===== config.mk =====
export PLATFORM = sky130hd
export DESIGN_NAME = phys_addr_gen
export DESIGN_NICKNAME = d
export VERILOG_FILES = /design/src/rtl/addr_gen_pkg.sv /design/src/rtl/seg_adder.sv /design/src/rtl/bit_gate.sv /design/src/rtl/gate_reg.sv /design/src/rtl/phys_addr_gen.sv
export SDC_FILE = /design/constraint.sdc
export NUM_CORES = 1
export LEC_CHECK = 0
export ABC_AREA = 1
export BUFFER_PORTS_ARGS = -buffer_cell sky130_fd_sc_hd__buf_4
export CORE_ASPECT_RATIO = 0.9
export CORE_UTILIZATION = 40
export CTS_CLUSTER_SIZE = 28
export DETAILED_ROUTE_END_ITERATION = 7
export GPL_ROUTABILITY_DRIVEN = 0
export HOLD_SLACK_MARGIN = 0.15
export PLACE_DENSITY = 0.75
export SYNTH_ARGS = -nofsm -noshare
export SYNTH_HDL_FRONTEND = slang
export SYNTH_SLANG_ARGS = --single-unit

===== constraint.sdc =====
create_clock -name clk -period 3.48 [get_ports clk]
set_input_delay 0.174 -clock clk [delete_from_list [all_inputs] [get_ports clk]]
set_output_delay 0.174 -clock clk [all_outputs]
set_load 0.01 [all_outputs]

===== src/rtl/addr_gen_pkg.sv =====
package addr_gen_pkg;
  localparam int SEG_W     = 16;
  localparam int OFF_W     = 16;
  localparam int SEG_SHIFT = 4;
  localparam int PA_W      = 24;
  localparam int GATE_BIT  = 20;
  localparam int CFG_W     = 8;
  localparam int CFG_OPEN  = 1;

  typedef enum logic {MODE_REAL = 1'b0, MODE_PROT = 1'b1} addr_mode_e;
endpackage


===== src/rtl/seg_adder.sv =====
module seg_adder #(
  parameter int SEG_W = 16,
  parameter int OFF_W = 16,
  parameter int SHIFT = 4,
  localparam int HI_W = SEG_W + SHIFT,
  localparam int SUM_W = ((HI_W > OFF_W) ? HI_W : OFF_W) + 1
) (
  input  logic [SEG_W-1:0] seg,
  input  logic [OFF_W-1:0] off,
  output logic [SUM_W-1:0] sum
);
  logic [SUM_W-1:0] seg_ext;
  logic [SUM_W-1:0] off_ext;

  always_comb begin
    seg_ext = SUM_W'({seg, {SHIFT{1'b0}}});
    off_ext = SUM_W'(off);
    sum     = seg_ext + off_ext;
  end
endmodule


===== src/rtl/bit_gate.sv =====
module bit_gate #(
  parameter int W   = 24,
  parameter int BIT = 20
) (
  input  logic [W-1:0] din,
  input  logic         clear,
  output logic [W-1:0] dout
);
  for (genvar i = 0; i < W; i++) begin : g_bit
    if (i == BIT) begin : g_gated
      assign dout[i] = din[i] & ~clear;
    end else begin : g_pass
      assign dout[i] = din[i];
    end
  end
endmodule


===== src/rtl/gate_reg.sv =====
module gate_reg #(
  parameter int CFG_W    = 8,
  parameter int OPEN_BIT = 1
) (
  input  logic             clk,
  input  logic             rst,
  input  logic             we,
  input  logic [CFG_W-1:0] wdata,
  output logic             open_q,
  output logic             open_next
);
  always_comb open_next = we ? wdata[OPEN_BIT] : open_q;

  always_ff @(posedge clk) begin
    if (rst) open_q <= 1'b0;
    else     open_q <= open_next;
  end

  AST_GATE_HOLD: assert property (@(posedge clk) disable iff (rst)
    !we |=> $stable(open_q));
  AST_GATE_LOAD: assert property (@(posedge clk) disable iff (rst)
    we |=> (open_q == $past(wdata[OPEN_BIT])));
endmodule


===== src/rtl/phys_addr_gen.sv =====
module phys_addr_gen
  import addr_gen_pkg::*;
#(
  parameter int P_SEG_W = SEG_W,
  parameter int P_OFF_W = OFF_W,
  parameter int P_SHIFT = SEG_SHIFT,
  parameter int P_PA_W  = PA_W,
  parameter int P_GATE  = GATE_BIT,
  parameter int P_CFG_W = CFG_W,
  localparam int HI_W   = P_SEG_W + P_SHIFT,
  localparam int SUM_W  = ((HI_W > P_OFF_W) ? HI_W : P_OFF_W) + 1
) (
  input  logic               clk,
  input  logic               rst,
  input  logic               req_valid,
  output logic               req_ready,
  input  logic [P_SEG_W-1:0] seg,
  input  logic [P_OFF_W-1:0] off,
  input  logic               prot_mode,
  input  logic [P_PA_W-1:0]  lin_addr,
  input  logic               mask_n,
  input  logic               cfg_we,
  input  logic [P_CFG_W-1:0] cfg_wdata,
  output logic               gate_open,
  output logic               out_valid,
  input  logic               out_ready,
  output logic [P_PA_W-1:0]  phys_addr
);
  logic [SUM_W-1:0]  real_sum;
  logic [P_PA_W-1:0] real_ext;
  logic [P_PA_W-1:0] raw_addr;
  logic [P_PA_W-1:0] gated_addr;
  logic              open_next;
  logic              clear_bit;
  logic              accept;
  addr_mode_e        mode;

  seg_adder #(.SEG_W(P_SEG_W), .OFF_W(P_OFF_W), .SHIFT(P_SHIFT)) u_add (
    .seg(seg), .off(off), .sum(real_sum)
  );

  gate_reg #(.CFG_W(P_CFG_W), .OPEN_BIT(CFG_OPEN)) u_gate (
    .clk(clk), .rst(rst), .we(cfg_we), .wdata(cfg_wdata),
    .open_q(gate_open), .open_next(open_next)
  );

  if (SUM_W < P_PA_W) begin : g_zext
    assign real_ext = {{(P_PA_W-SUM_W){1'b0}}, real_sum};
  end else begin : g_trunc
    assign real_ext = real_sum[P_PA_W-1:0];
  end

  always_comb begin
    mode      = addr_mode_e'(prot_mode);
    raw_addr  = (mode == MODE_PROT) ? lin_addr : real_ext;
    clear_bit = ~open_next | ~mask_n;
  end

  bit_gate #(.W(P_PA_W), .BIT(P_GATE)) u_mask (
    .din(raw_addr), .clear(clear_bit), .dout(gated_addr)
  );

  assign req_ready = ~out_valid | out_ready;
  assign accept    = req_valid & req_ready;

  always_ff @(posedge clk) begin
    if (rst) begin
      out_valid <= 1'b0;
      phys_addr <= '0;
    end else if (accept) begin
      out_valid <= 1'b1;
      phys_addr <= gated_addr;
    end else if (out_ready) begin
      out_valid <= 1'b0;
    end
  end

  AST_ACCEPT_LATENCY: assert property (@(posedge clk) disable iff (rst)
    (req_valid && req_ready) |=> out_valid);
  AST_STALL_HOLD: assert property (@(posedge clk) disable iff (rst)
    (out_valid && !out_ready) |=> (out_valid && $stable(phys_addr)));
  AST_PIN_CLEARS: assert property (@(posedge clk) disable iff (rst)
    (req_valid && req_ready && !mask_n) |=> !phys_addr[P_GATE]);
  AST_UPPER_KEPT: assert property (@(posedge clk) disable iff (rst)
    (req_valid && req_ready && prot_mode) |=>
      (phys_addr[P_PA_W-1:P_GATE+1] == $past(lin_addr[P_PA_W-1:P_GATE+1])));
  AST_LOWER_KEPT: assert property (@(posedge clk) disable iff (rst)
    (req_valid && req_ready && prot_mode) |=>
      (phys_addr[P_GATE-1:0] == $past(lin_addr[P_GATE-1:0])));
endmodule


==> flow_summary.ini <==
[run_status]
status = finished clean

[clock_network]
ctsResizeCount = 0
numCtsBuffers = 3
clkLatencyLatePin_ns = 0.26
cts.sinks = 26
h-tree-depth = 1
clockRootBuffer = clkbuf_8
path_clk_slew_ns = 0.08
post_cts_buffers = 0
cts_hold_buffers = 0
cts_tree = done
cts_buffer_depth = 2

[cells_and_area]
fill_cells = 471
syn2layout_area_growth_pct = 37.5
diodes = 0
drive_above_1_share_pct = 28.4
final_nets = 491

[sta]
timing.hold.ws_ns = 0.173
setup_violations = 0
max_slew_margin_pct = 66.0
fin_crit_sh_pct = 46.3
timing_hold_violations_final = 0
layout_min_cycle_time_ns = 1.61
worst_slew_pin_slew_ns = 0.508
fin_tns_setup_ns = 0
max_freq_mhz = 621
slew_viol_final = 0
setup_slack_ns = 1.87
skew_ns = 0.00301
rsz0062_at_grt = false

[critical_path]
slowest_stage = inv_2
startpoint_type = register
cp.required_ns = 3.69
cp_cell_sequence = nand2_1 -> nand2_2 -> inv_2 -> nand2_1 -> nor2_1 -> nand2_1 -> a21oi_2
worstSetupEndpointType = register
criticalPathCategory = reg -> reg
crit_buf_inv = 1
cp_max_fo = 27
worstPathArrival_ns = 1.82
cp_common_cell = nand2_1
critPathMaxStageDelay_ns = 0.42
critical-path-top-delay-family = simple AND/OR/NAND/NOR gates

[yosys]
synthCells = 322
synth_seq_cells = 26
seq_area_frac_synth_pct = 26.1
ys_warn_count = 0
syn-num-nets = 406
avgSynthCellArea_um2 = 6.19
yosysUniqueCellTypes = 29
netlist_area_um2 = 1990

[global_route]
grt_usage_pct = 20.7
grt_max_degree = 28
antenna_found_initial = 0
grt_pass1_wl_um = 8860
grt-ovfl-total = 0
grt_pass1_vias = 1995

[placed_design]
port-buffer-count = 90
hpwlAfterDp_um = 4260
dp_slack_ns = 1.64

[floorplan]
num_rows = 23
die_w_um = 76.4
core-area_um2 = 4600
die_h_um = 69.0
dieArea_um2 = 5270
initial_utilization_pct = 43.3
ios = 98

[flow_run]
max_cap_violations = 0

[route]
wire_per_inst_um = 11.3
top_layer_used = met4
dr.pass1.iters = 4
via_count = 2233
drtIter0Drc = 74
route.detailed.drc = 0
via_per_inst = 4.78
ant_nets = 0
routed_wl_um = 5290
met3_length_um = 362
wl_met1_um = 2520
route.met2.wl_um = 2410

[power]
p_leak_nw = 1.47
ir_worst_vdd_v = 0.000158
p_per_area_nw_per_um2 = 295

[worst_hold_path]
hold_class = in -> reg
-- cells by family (layout without fill, tap and decap cells) --
family	after synthesis	count (layout)	synth area share, %
compound gates	55	55	15.7
xor+xnor	6	6	2.63
fa+ha+maj	13	13	8.53
buf+inv	52	135	10.2
flops	26	26	26.1
mux	1	1	0.502
simple gates	169	169	36.3
-- synthesized netlist by cell type --
| cell type | count | share of area (%) |
|---|---|---|
| and2_1 | 1 | 0.31 |
| buf_1 | 1 | 0.19 |
| a21oi_1 | 29 | 7.3 |
| a31oi_1 | 6 | 1.9 |
| nor3_1 | 1 | 0.25 |
| nor2_1 | 27 | 5.1 |
| nand4_1 | 2 | 0.63 |
| dfxtp_1 | 26 | 26 |
| or2_0 | 1 | 0.31 |
| nor2_2 | 4 | 1.3 |
| ha_1 | 12 | 7.5 |
| o21ai_1 | 9 | 2.3 |
| clkbuf_1 | 2 | 0.38 |
| xnor2_1 | 1 | 0.44 |
| a21oi_4 | 1 | 0.82 |
| xor2_1 | 5 | 2.2 |
| buf_2 | 7 | 1.8 |
| nand2_1 | 102 | 19 |
| mux2i_1 | 1 | 0.50 |
| nand2_4 | 1 | 0.56 |
| fa_1 | 1 | 1.0 |
| nand3_2 | 3 | 1.5 |
| nand2_2 | 5 | 1.6 |
| nand3_1 | 21 | 5.3 |
| o21ai_0 | 5 | 1.3 |
| nand3b_1 | 1 | 0.38 |
| a21oi_2 | 5 | 2.2 |
| inv_1 | 39 | 7.3 |
| inv_2 | 3 | 0.56 |
-- cells in the final DEF, fill, tap and decap left out, types with 6 or more instances in the layout --
cell     instances
ha_1            12
a31oi_1          6
o21ai_1          9
inv_1           39
buf_4           90
nor2_1          27
dfxtp_1         26
nand3_1         21
a21oi_1         29
nand2_1        102
-- tightest hold or removal path: stages --
cell and delay [ns]:
buf_4 0.08, mux2i_1 0.07, nor2_1 0.08
-- metal layers --
| metal | GRT usage [%] | up-vias |
|---|---|---|
| met4 | 1.44 | 0 |
| met5 | 0 | - |
| met3 | 4.74 | 2 |
| li1 | - | 1190 |
| met2 | 37.6 | 72 |
| met1 | 26.5 | 969 |
-- path summary, 6_finish.rpt --
kind	start	cells after the start	slack, ns	to
max	out_valid$_SDFFE_PP0P_	7	1.87	phys_addr[20]$_SDFFE_PP0P_
min	cfg_wdata[1]	3	0.17	u_gate.open_q$_SDFF_PP0_
max reg2reg	out_valid$_SDFFE_PP0P_	7	1.87	phys_addr[20]$_SDFFE_PP0P_
min reg2reg	phys_addr[22]$_SDFFE_PP0P_	2	0.47	phys_addr[22]$_SDFFE_PP0P_
-- sequential cells by signal, indices dropped and copies added (netlist names) --
signal,flops
phys_addr,24
u_gate.open_q,1
out_valid,1
-- layout make-up --
type / instances / area [um2] / share of cell area [%]
clock buffer: 3 / 41.3 / 1.51
inverter: 42 / 158 / 5.75
multi-input combinational: 244 / 1270 / 46.3
sequential: 26 / 520 / 19.0
tap: 62 / 77.6 / 2.83
timing repair buffer: 90 / 676 / 24.6
-- report_power, final --
part / switching [mW] / leakage (nW) / total (mW) / internal, mW
Sequential: 0.0120 / 0.215 / 0.332 / 0.320
Combinational: 0.166 / 1.23 / 0.311 / 0.145
Clock: 0.0871 / 0.0216 / 0.164 / 0.0774
Total: 0.265 / 1.47 / 0.808 / 0.543
-- metrics by stage --
step	utilization [%]	cell area, um2	power [mW]	instances
detailed placement	58.7	2700	0.652	464
global route	59.6	2740	0.868	467
finish	59.6	2740	0.808	467
global placement	58.7	2700	0.648	464
CTS	59.6	2740	0.818	467
floorplan	-	1990	0.523	322
No activity file was read; power rests on OpenSTA's default activity.
